===== src/rtl/csa_pkg.sv =====
package csa_pkg;

    // Per-bit shared terms reused by both candidate paths.
    typedef struct packed {
        logic prop;
        logic gen;
    } pg_t;

    // Number of carry-select groups in one segment.
    function automatic int grp_count(input int seg_w);
        return (seg_w == 8) ? 3 : 5;
    endfunction

    // Width of group k in a segment of width seg_w (k = 0 is least significant).
    function automatic int grp_width(input int seg_w, input int k);
        int w;
        if (seg_w == 8) begin
            case (k)
                0: w = 2;
                1: w = 2;
                default: w = 4;
            endcase
        end else begin
            case (k)
                0: w = 2;
                1: w = 2;
                2: w = 3;
                3: w = 4;
                default: w = 5;
            endcase
        end
        return w;
    endfunction

    // Bit position where group k starts.
    function automatic int grp_base(input int seg_w, input int k);
        int acc;
        acc = 0;
        for (int i = 0; i < k; i++) acc += grp_width(seg_w, i);
        return acc;
    endfunction

    function automatic bit width_ok(input int w);
        return (w == 8) || (w == 16) || (w == 32);
    endfunction

endpackage


===== src/rtl/csa_ripple_grp.sv =====
module csa_ripple_grp
    import csa_pkg::*;
#(
    parameter int W = 2
) (
    input  logic [W-1:0] a_i,
    input  logic [W-1:0] b_i,
    input  logic         cin_i,
    output logic [W-1:0] sum_o,
    output logic         cout_o
);

    logic [W:0] chain;

    always_comb begin
        chain[0] = cin_i;
        for (int i = 0; i < W; i++) begin
            sum_o[i]    = a_i[i] ^ b_i[i] ^ chain[i];
            chain[i+1]  = (a_i[i] & b_i[i]) | ((a_i[i] ^ b_i[i]) & chain[i]);
        end
        cout_o = chain[W];
    end

    always_comb begin
        AST_LOW_GROUP_SUM: assert ({cout_o, sum_o} == ({1'b0, a_i} + {1'b0, b_i} + (W+1)'(cin_i)))
            else $error("lowest group result wrong");
    end

endmodule


===== src/rtl/csa_select_grp.sv =====
module csa_select_grp
    import csa_pkg::*;
#(
    parameter int W = 3
) (
    input  logic [W-1:0] a_i,
    input  logic [W-1:0] b_i,
    input  logic         csel_i,
    output logic [W-1:0] sum_o,
    output logic         cout_o
);

    pg_t [W-1:0] pg;
    logic [W:0]  c0;
    logic [W:0]  c1;
    logic [W-1:0] s0;
    logic [W-1:0] s1;

    // Shared propagate/generate terms.
    always_comb begin
        for (int i = 0; i < W; i++) begin
            pg[i].prop = a_i[i] ^ b_i[i];
            pg[i].gen  = a_i[i] & b_i[i];
        end
    end

    // Carry-0 candidate: ordinary ripple from a zero carry.
    always_comb begin
        c0[0] = 1'b0;
        for (int i = 0; i < W; i++) begin
            s0[i]   = pg[i].prop ^ c0[i];
            c0[i+1] = pg[i].gen | (pg[i].prop & c0[i]);
        end
    end

    // Carry-1 candidate built from the shared terms: bit 0 is the inverted
    // propagate with an OR carry; higher bits ripple the candidate carry.
    always_comb begin
        c1[0] = 1'b1;
        s1[0] = ~pg[0].prop;
        c1[1] = a_i[0] | b_i[0];
        for (int i = 1; i < W; i++) begin
            s1[i]   = pg[i].prop ^ c1[i];
            c1[i+1] = pg[i].gen | (pg[i].prop & c1[i]);
        end
    end

    // Selection by the real incoming carry.
    always_comb begin
        if (csel_i) begin
            sum_o  = s1;
            cout_o = c1[W];
        end else begin
            sum_o  = s0;
            cout_o = c0[W];
        end
    end

    always_comb begin
        AST_ALT_IS_INCREMENT: assert ({c1[W], s1} == ({c0[W], s0} + (W+1)'(1)))
            else $error("carry-1 candidate is not carry-0 candidate plus one");
        AST_CARRY_ORDER: assert (!c0[W] || c1[W])
            else $error("carry-0 candidate carry above carry-1 candidate carry");
    end

endmodule


===== src/rtl/csa_segment.sv =====
module csa_segment
    import csa_pkg::*;
#(
    parameter int SEG_W = 16
) (
    input  logic [SEG_W-1:0] a_i,
    input  logic [SEG_W-1:0] b_i,
    input  logic             cin_i,
    output logic [SEG_W-1:0] sum_o,
    output logic             cout_o
);

    localparam int NGRP = grp_count(SEG_W);

    logic [NGRP:0] gcar;

    assign gcar[0] = cin_i;

    for (genvar k = 0; k < NGRP; k++) begin : g_grp
        localparam int GW = grp_width(SEG_W, k);
        localparam int GB = grp_base(SEG_W, k);
        if (k == 0) begin : g_low
            csa_ripple_grp #(.W(GW)) u_rip (
                .a_i   (a_i[GB +: GW]),
                .b_i   (b_i[GB +: GW]),
                .cin_i (gcar[k]),
                .sum_o (sum_o[GB +: GW]),
                .cout_o(gcar[k+1])
            );
        end else begin : g_sel
            csa_select_grp #(.W(GW)) u_sel (
                .a_i   (a_i[GB +: GW]),
                .b_i   (b_i[GB +: GW]),
                .csel_i(gcar[k]),
                .sum_o (sum_o[GB +: GW]),
                .cout_o(gcar[k+1])
            );
        end
    end

    assign cout_o = gcar[NGRP];

    always_comb begin
        AST_SEGMENT_SUM: assert ({cout_o, sum_o} == ({1'b0, a_i} + {1'b0, b_i} + (SEG_W+1)'(cin_i)))
            else $error("segment result wrong");
    end

endmodule


===== src/rtl/csa_sqrt_adder.sv =====
module csa_sqrt_adder
    import csa_pkg::*;
#(
    parameter int WIDTH = 16
) (
    input  logic [WIDTH-1:0] a_i,
    input  logic [WIDTH-1:0] b_i,
    input  logic             cin_i,
    output logic [WIDTH-1:0] sum_o,
    output logic             cout_o
);

    localparam int SEG_W = (WIDTH == 8) ? 8 : 16;
    localparam int NSEG  = WIDTH / SEG_W;

    if (!width_ok(WIDTH)) begin : g_bad_width
        $error("csa_sqrt_adder: WIDTH must be 8, 16 or 32");
    end

    logic [NSEG:0] scar;

    assign scar[0] = cin_i;

    for (genvar s = 0; s < NSEG; s++) begin : g_seg
        csa_segment #(.SEG_W(SEG_W)) u_seg (
            .a_i   (a_i[s*SEG_W +: SEG_W]),
            .b_i   (b_i[s*SEG_W +: SEG_W]),
            .cin_i (scar[s]),
            .sum_o (sum_o[s*SEG_W +: SEG_W]),
            .cout_o(scar[s+1])
        );
    end

    assign cout_o = scar[NSEG];

    always_comb begin
        AST_TOTAL_SUM: assert ({cout_o, sum_o} == ({1'b0, a_i} + {1'b0, b_i} + (WIDTH+1)'(cin_i)))
            else $error("adder result wrong");
        AST_ZERO_IN_ZERO_OUT: assert (!((a_i == '0) && (b_i == '0) && !cin_i) || ((sum_o == '0) && !cout_o))
            else $error("zero inputs gave nonzero output");
    end

endmodule


===== config.mk =====
export PLATFORM = sky130hd
export DESIGN_NAME = csa_sqrt_adder
export DESIGN_NICKNAME = d
export VERILOG_FILES = /design/src/rtl/csa_pkg.sv /design/src/rtl/csa_ripple_grp.sv /design/src/rtl/csa_select_grp.sv /design/src/rtl/csa_segment.sv /design/src/rtl/csa_sqrt_adder.sv
export SDC_FILE = /design/constraint.sdc
export NUM_CORES = 1
export LEC_CHECK = 0
export ABC_AREA = 1
export BUFFER_PORTS_ARGS = -buffer_cell sky130_fd_sc_hd__buf_2
export CAP_MARGIN = 0
export CORE_UTILIZATION = 30
export DETAILED_ROUTE_END_ITERATION = 7
export GPL_ROUTABILITY_DRIVEN = 1
export PLACE_DENSITY_LB_ADDON = 0.2
export SETUP_SLACK_MARGIN = 0.2
export SYNTH_ARGS = -nofsm -noshare
export SYNTH_HDL_FRONTEND = slang
export SYNTH_SLANG_ARGS = --single-unit

===== constraint.sdc =====
create_clock -name vclk -period 6.55
set_input_delay 0.655 -clock vclk [all_inputs]
set_output_delay 0.655 -clock vclk [all_outputs]
set_load 0.03 [all_outputs]

## Word level (Yosys, flattened, before mapping)

Cells that the tools add are included.
Widths: inputs -> output; s select.

- Register bits after elaboration: 0
- Input bits: 33
- Logic and storage cells: 114
- Output and inout bits: 17

- Mux-type cells: 8
- Bitwise logic cells: 106

Operator list:

| cell | number |
|---|---|
| $and 1x1->1 | 38 |
| $xor 1x1->1 | 38 |
| $or 1x1->1 | 26 |
| $mux 5 | 1 |
| $mux 1 | 4 |
| $mux 4 | 1 |
| $not 1->1 | 4 |
| $mux 3 | 1 |
| $mux 2 | 1 |

## Depth between registers and ports, before layout

- Word-level depth: 10
- Depth in mapped cells: 28

## By module

A second synthesis with hierarchy kept.

- Cells, all modules: 89
- Area, all modules: 600.6 µm²

Modules (own cells, without submodules):

| module | instances | cells each | area each (µm²) | seq. area each (µm²) |
|---|---|---|---|---|
| csa_select_grp (g_seg[0].u_seg.g_grp[4].g_sel.u_sel) | 1 | 22 | 165.2 | 0.0 |
| csa_select_grp (g_seg[0].u_seg.g_grp[3].g_sel.u_sel) | 1 | 21 | 145.1 | 0.0 |
| csa_select_grp (g_seg[0].u_seg.g_grp[2].g_sel.u_sel) | 1 | 20 | 125.1 | 0.0 |
| csa_select_grp (g_seg[0].u_seg.g_grp[1].g_sel.u_sel) | 1 | 16 | 95.1 | 0.0 |
| csa_ripple_grp | 1 | 10 | 70.1 | 0.0 |

## Least setup slack after synthesis

No wires, ideal clock.

- Path kind: input to output
- From: input port a_i[0]
- To: output port sum_o[15]
- Stages: 25
- Path slack: -82 ps
- Arrival time: 5,977 ps
- Cells stage by stage: inv_1 -> fa_1 -> inv_1 -> fa_1 -> inv_1 -> nand2_1 -> nand2_1 -> fa_1 -> nand2_1 -> nand2_1 -> fa_1 -> fa_1 -> nand2_1 -> nand2_1 -> fa_1 -> fa_1 -> fa_1 -> nand2_1 -> nand2_1 -> fa_1 -> fa_1 -> fa_1 -> inv_1 -> fa_1 -> inv_1

- Word-level cells in the longest chain between the ends: 9
- Elaborated cells between the ends (all ways): 10
- Classes of those cells: 4 x mux; 6 x bitwise

Ends and longest elaborated chain:

| item | line | text |
|---|---|---|
| start, declared | csa_sqrt_adder.sv:6 | `input logic [WIDTH-1:0] a_i,` |
| $xor 1x1->1 | csa_ripple_grp.sv:19 | `chain[i+1] = (a_i[i] & b_i[i]) \| ((a_i[i] ^ b_i[i]) & chain[i]);` |
| $and 1x1->1 | csa_ripple_grp.sv:19 |  |
| $or 1x1->1 (*) | csa_ripple_grp.sv:19 |  |
| $and 1x1->1 (*) | csa_ripple_grp.sv:19 |  |
| $or 1x1->1 (*) | csa_ripple_grp.sv:19 |  |
| $mux 1 (*) (3 in series) | csa_select_grp.sv:50 | `if (csel_i) begin` |
| $mux 5 (*) | csa_select_grp.sv:50 |  |
| end, declared | csa_sqrt_adder.sv:9 | `output logic [WIDTH-1:0] sum_o,` |

Every way passes the cells marked *; elsewhere a longest branch is shown, timed or not.

## Worst setup path after layout

Ends and elaborated chain as after synthesis.

==> flow_metrics.py <==
metrics = {
    "run_status": {
        "run_status": "finished clean",
    },
    "placed_design": {
        "routabilityCongestion": 0.671,
        "placed_cells_incl_taps": 152,
        "postPlaceCellArea_um2": 865,
        "place.port_buffers": 50,
        "half_perimeter_wire_length_after_placement_um": 1080,
    },
    "route": {
        "initialDrtViolationCount": 6,
        "drc": 0,
        "antenna_violating_nets_post_route": 0,
        "drt-vias-per-instance": 3.91,
        "detail_route.wl_per_cell_um": 7.29,
        "route.vias.total": 594,
        "totalWireLength_um": 1110,
        "drt_first_pass_iters": 4,
    },
    "setup_path": {
        "worstSetupEndpointType": "primary output",
        "worst-path-max-fanout": 3,
        "cp_top_family": "adder cells",
        "crit_type": "in -> out",
        "critical_path.most_common_cell": "sky130_fd_sc_hd__fa_2",
        "crit_path_max_incr_delay_ps": 430,
        "cp_required_ps": 5890,
        "arrival_ps": 5800,
        "critical-path-slowest-cell": "sky130_fd_sc_hd__fa_2",
        "critical_path_buf_inv_count": 7,
        "startpoint_type": "input pin",
        "worst_setup_path_startpoint": "a_i[0]",
    },
    "sta": {
        "sum_neg_setup_slack_ps": 0,
        "finalSetupViolations": 0,
        "max-slew-margin-rel": 0.894,
        "post-route-min-period_ps": 6450,
        "finalCritPeriodShare": 0.985,
        "worstMarginPinSlew_ps": 160,
        "maxClockFrequency_mhz": 155,
        "rsz0062_at_grt": "yes",
        "report.final.hold_viol_count": 0,
        "maxSlewViolCount": 0,
    },
    "global_routing": {
        "global_route.overflow_total": 0,
        "grt_pass1_vias": 540,
        "grt_pass1_wl_um": 1860,
        "grt_max_degree": 4,
        "initial_antenna_violation_count": 0,
        "grt_util_all_layers": 0.118,
    },
    "run": {
        "max_cap_viol_count": 0,
    },
    "synthesis": {
        "synth_top_cells_by_area": "sky130_fd_sc_hd__fa_1 (44%), sky130_fd_sc_hd__inv_1 (21%), sky130_fd_sc_hd__ha_1 (18%)",
        "netlist.area_leader.share": 0.442,
        "synthTopCellsByCount": "sky130_fd_sc_hd__inv_1 (30), sky130_fd_sc_hd__nand2_1 (24), sky130_fd_sc_hd__fa_1 (12)",
        "yosysMostFrequentCell": "sky130_fd_sc_hd__inv_1",
        "syn-cell-area_um2": 543,
        "syn_avg_cell_area_um2": 7.34,
        "ys_warnings": 0,
        "syn-num-nets": 127,
        "count_of_distinct_cell_types_in_the_synthesized_netlist": 4,
        "synth_seq_area_share": 0,
        "post-synth-top-area-cell": "sky130_fd_sc_hd__fa_1",
        "syn-instance-count": 74,
    },
    "power": {
        "p_sw_frac": 0.635,
        "intPower_uw": 43.1,
        "vdd_drop_max_uv": 56.4,
        "cellPowerDensity_nw_per_um2": 130,
        "net_sw_power_uw": 75.0,
        "power_share_of_the_clock_group": 0,
        "seq_power_share": 0,
        "total_power_uw": 118,
        "share_comb_of_total_power": 1.000,
        "p_leak_nw": 0.571,
    },
    "clock_network": {
        "cts.hold.buffers_added": 0,
        "post_cts_buffers": 0,
    },
    "finish": {
        "stdcell_area_um2": 908,
        "final.fill_count": 168,
        "layout-drive-gt1-share": 0.606,
        "n_clock_buffer": 0,
        "multiInputGateArea_um2": 473,
        "final-seq-area_um2": 0,
        "insertedDiodeCount": 0,
        "final-instance-count-excl-fill": 152,
        "design.final.nets": 182,
        "design.seq.count": 0,
        "final_core_util": 0.532,
        "areaGrowthSynthToFinish_pct": 67.3,
    },
    "floorplanning": {
        "floorplan.initialDensity": 0.318,
        "die-height_um": 44.5,
        "design.core.area_um2": 1710,
        "die_x_um": 44.5,
        "design.die.area_um2": 1980,
        "num_io_pins": 50,
        "core.rowCount": 15,
    },
    "min_path": {
        "hp-class": "in -> out",
        "worstHoldPathCells": 3,
        "holdPathEnd": "sum_o[3]",
        "min-delay-start": "b_i[3]",
    },
}
==> repair_timing <==
item | CTS | global route
pin swaps | 1 | 4
gates cloned | 0 | 0
gates resized for setup | 12 | 9
endpoints found under the setup margin | 2 | 3
==> routing by layer <==
| layer | global-route usage | part of all wire | vias up |
|---|---|---|---|
| li1 | - | - | 302 |
| met1 | 0.133 | 0.31 | 266 |
| met2 | 0.256 | 0.62 | 26 |
| met3 | 0 | 0.069 | 0 |
| met4 | 0 | 0 | 0 |
| met5 | 0 | 0 | - |
==> kinds of logic (layout without fill, tap and decap cells) <==
logic type    count (synthesis)  after routing  synth area share
fa+ha+maj                    20             20             0.627
buf+inv                      30             83             0.207
simple gates                 24             24             0.166
==> final cells by class <==
cell class,instances,share of cell area
Multi-Input combinational cell,44,0.521
Tap cell,25,0.0344
Inverter,30,0.124
Timing Repair Buffer,53,0.321
==> stage by stage <==
| stage | hold WS [ps] | setup slack, ps |
|---|---|---|
| 6_report | 1760 | 98.3 |
| 5_1_grt | 1760 | -83.2 |
| 4_1_cts | 1760 | 65.4 |
| 3_5_place_dp | 1740 | -201 |
| 3_3_place_gp | 1730 | -99.1 |
| 2_1_floorplan | 1590 | 208 |
==> how the worst max path moves through the flow <==
stage | endpoint | cells past startpoint | slack [ps]
finish | sum_o[15] | 27 | 100
global route | sum_o[15] | 27 | -80
CTS | sum_o[15] | 27 | 70
detailed placement | sum_o[15] | 27 | -200
global placement | sum_o[15] | 27 | -100
floorplan | sum_o[15] | 25 | 210
==> placed cells by master, fill, tap and decap left out <==
cell type / n
sky130_fd_sc_hd__buf_2: 47
sky130_fd_sc_hd__buf_6: 3
sky130_fd_sc_hd__nand2_2: 5
sky130_fd_sc_hd__ha_1: 8
sky130_fd_sc_hd__buf_4: 3
sky130_fd_sc_hd__nand2_1: 19
sky130_fd_sc_hd__fa_2: 12
sky130_fd_sc_hd__inv_2: 7
sky130_fd_sc_hd__inv_1: 23
==> power groups by stage <==
stage                     clock, mW  combinational [mW]  sequential, mW
final                             0               0.118               0
after global routing              0               0.131               0
after CTS                         0               0.118               0
after detailed placement          0               0.113               0
after global placement            0               0.110               0
after floorplan                   0              0.0853               0
Note: power is estimated with default switching activity, not from simulation.
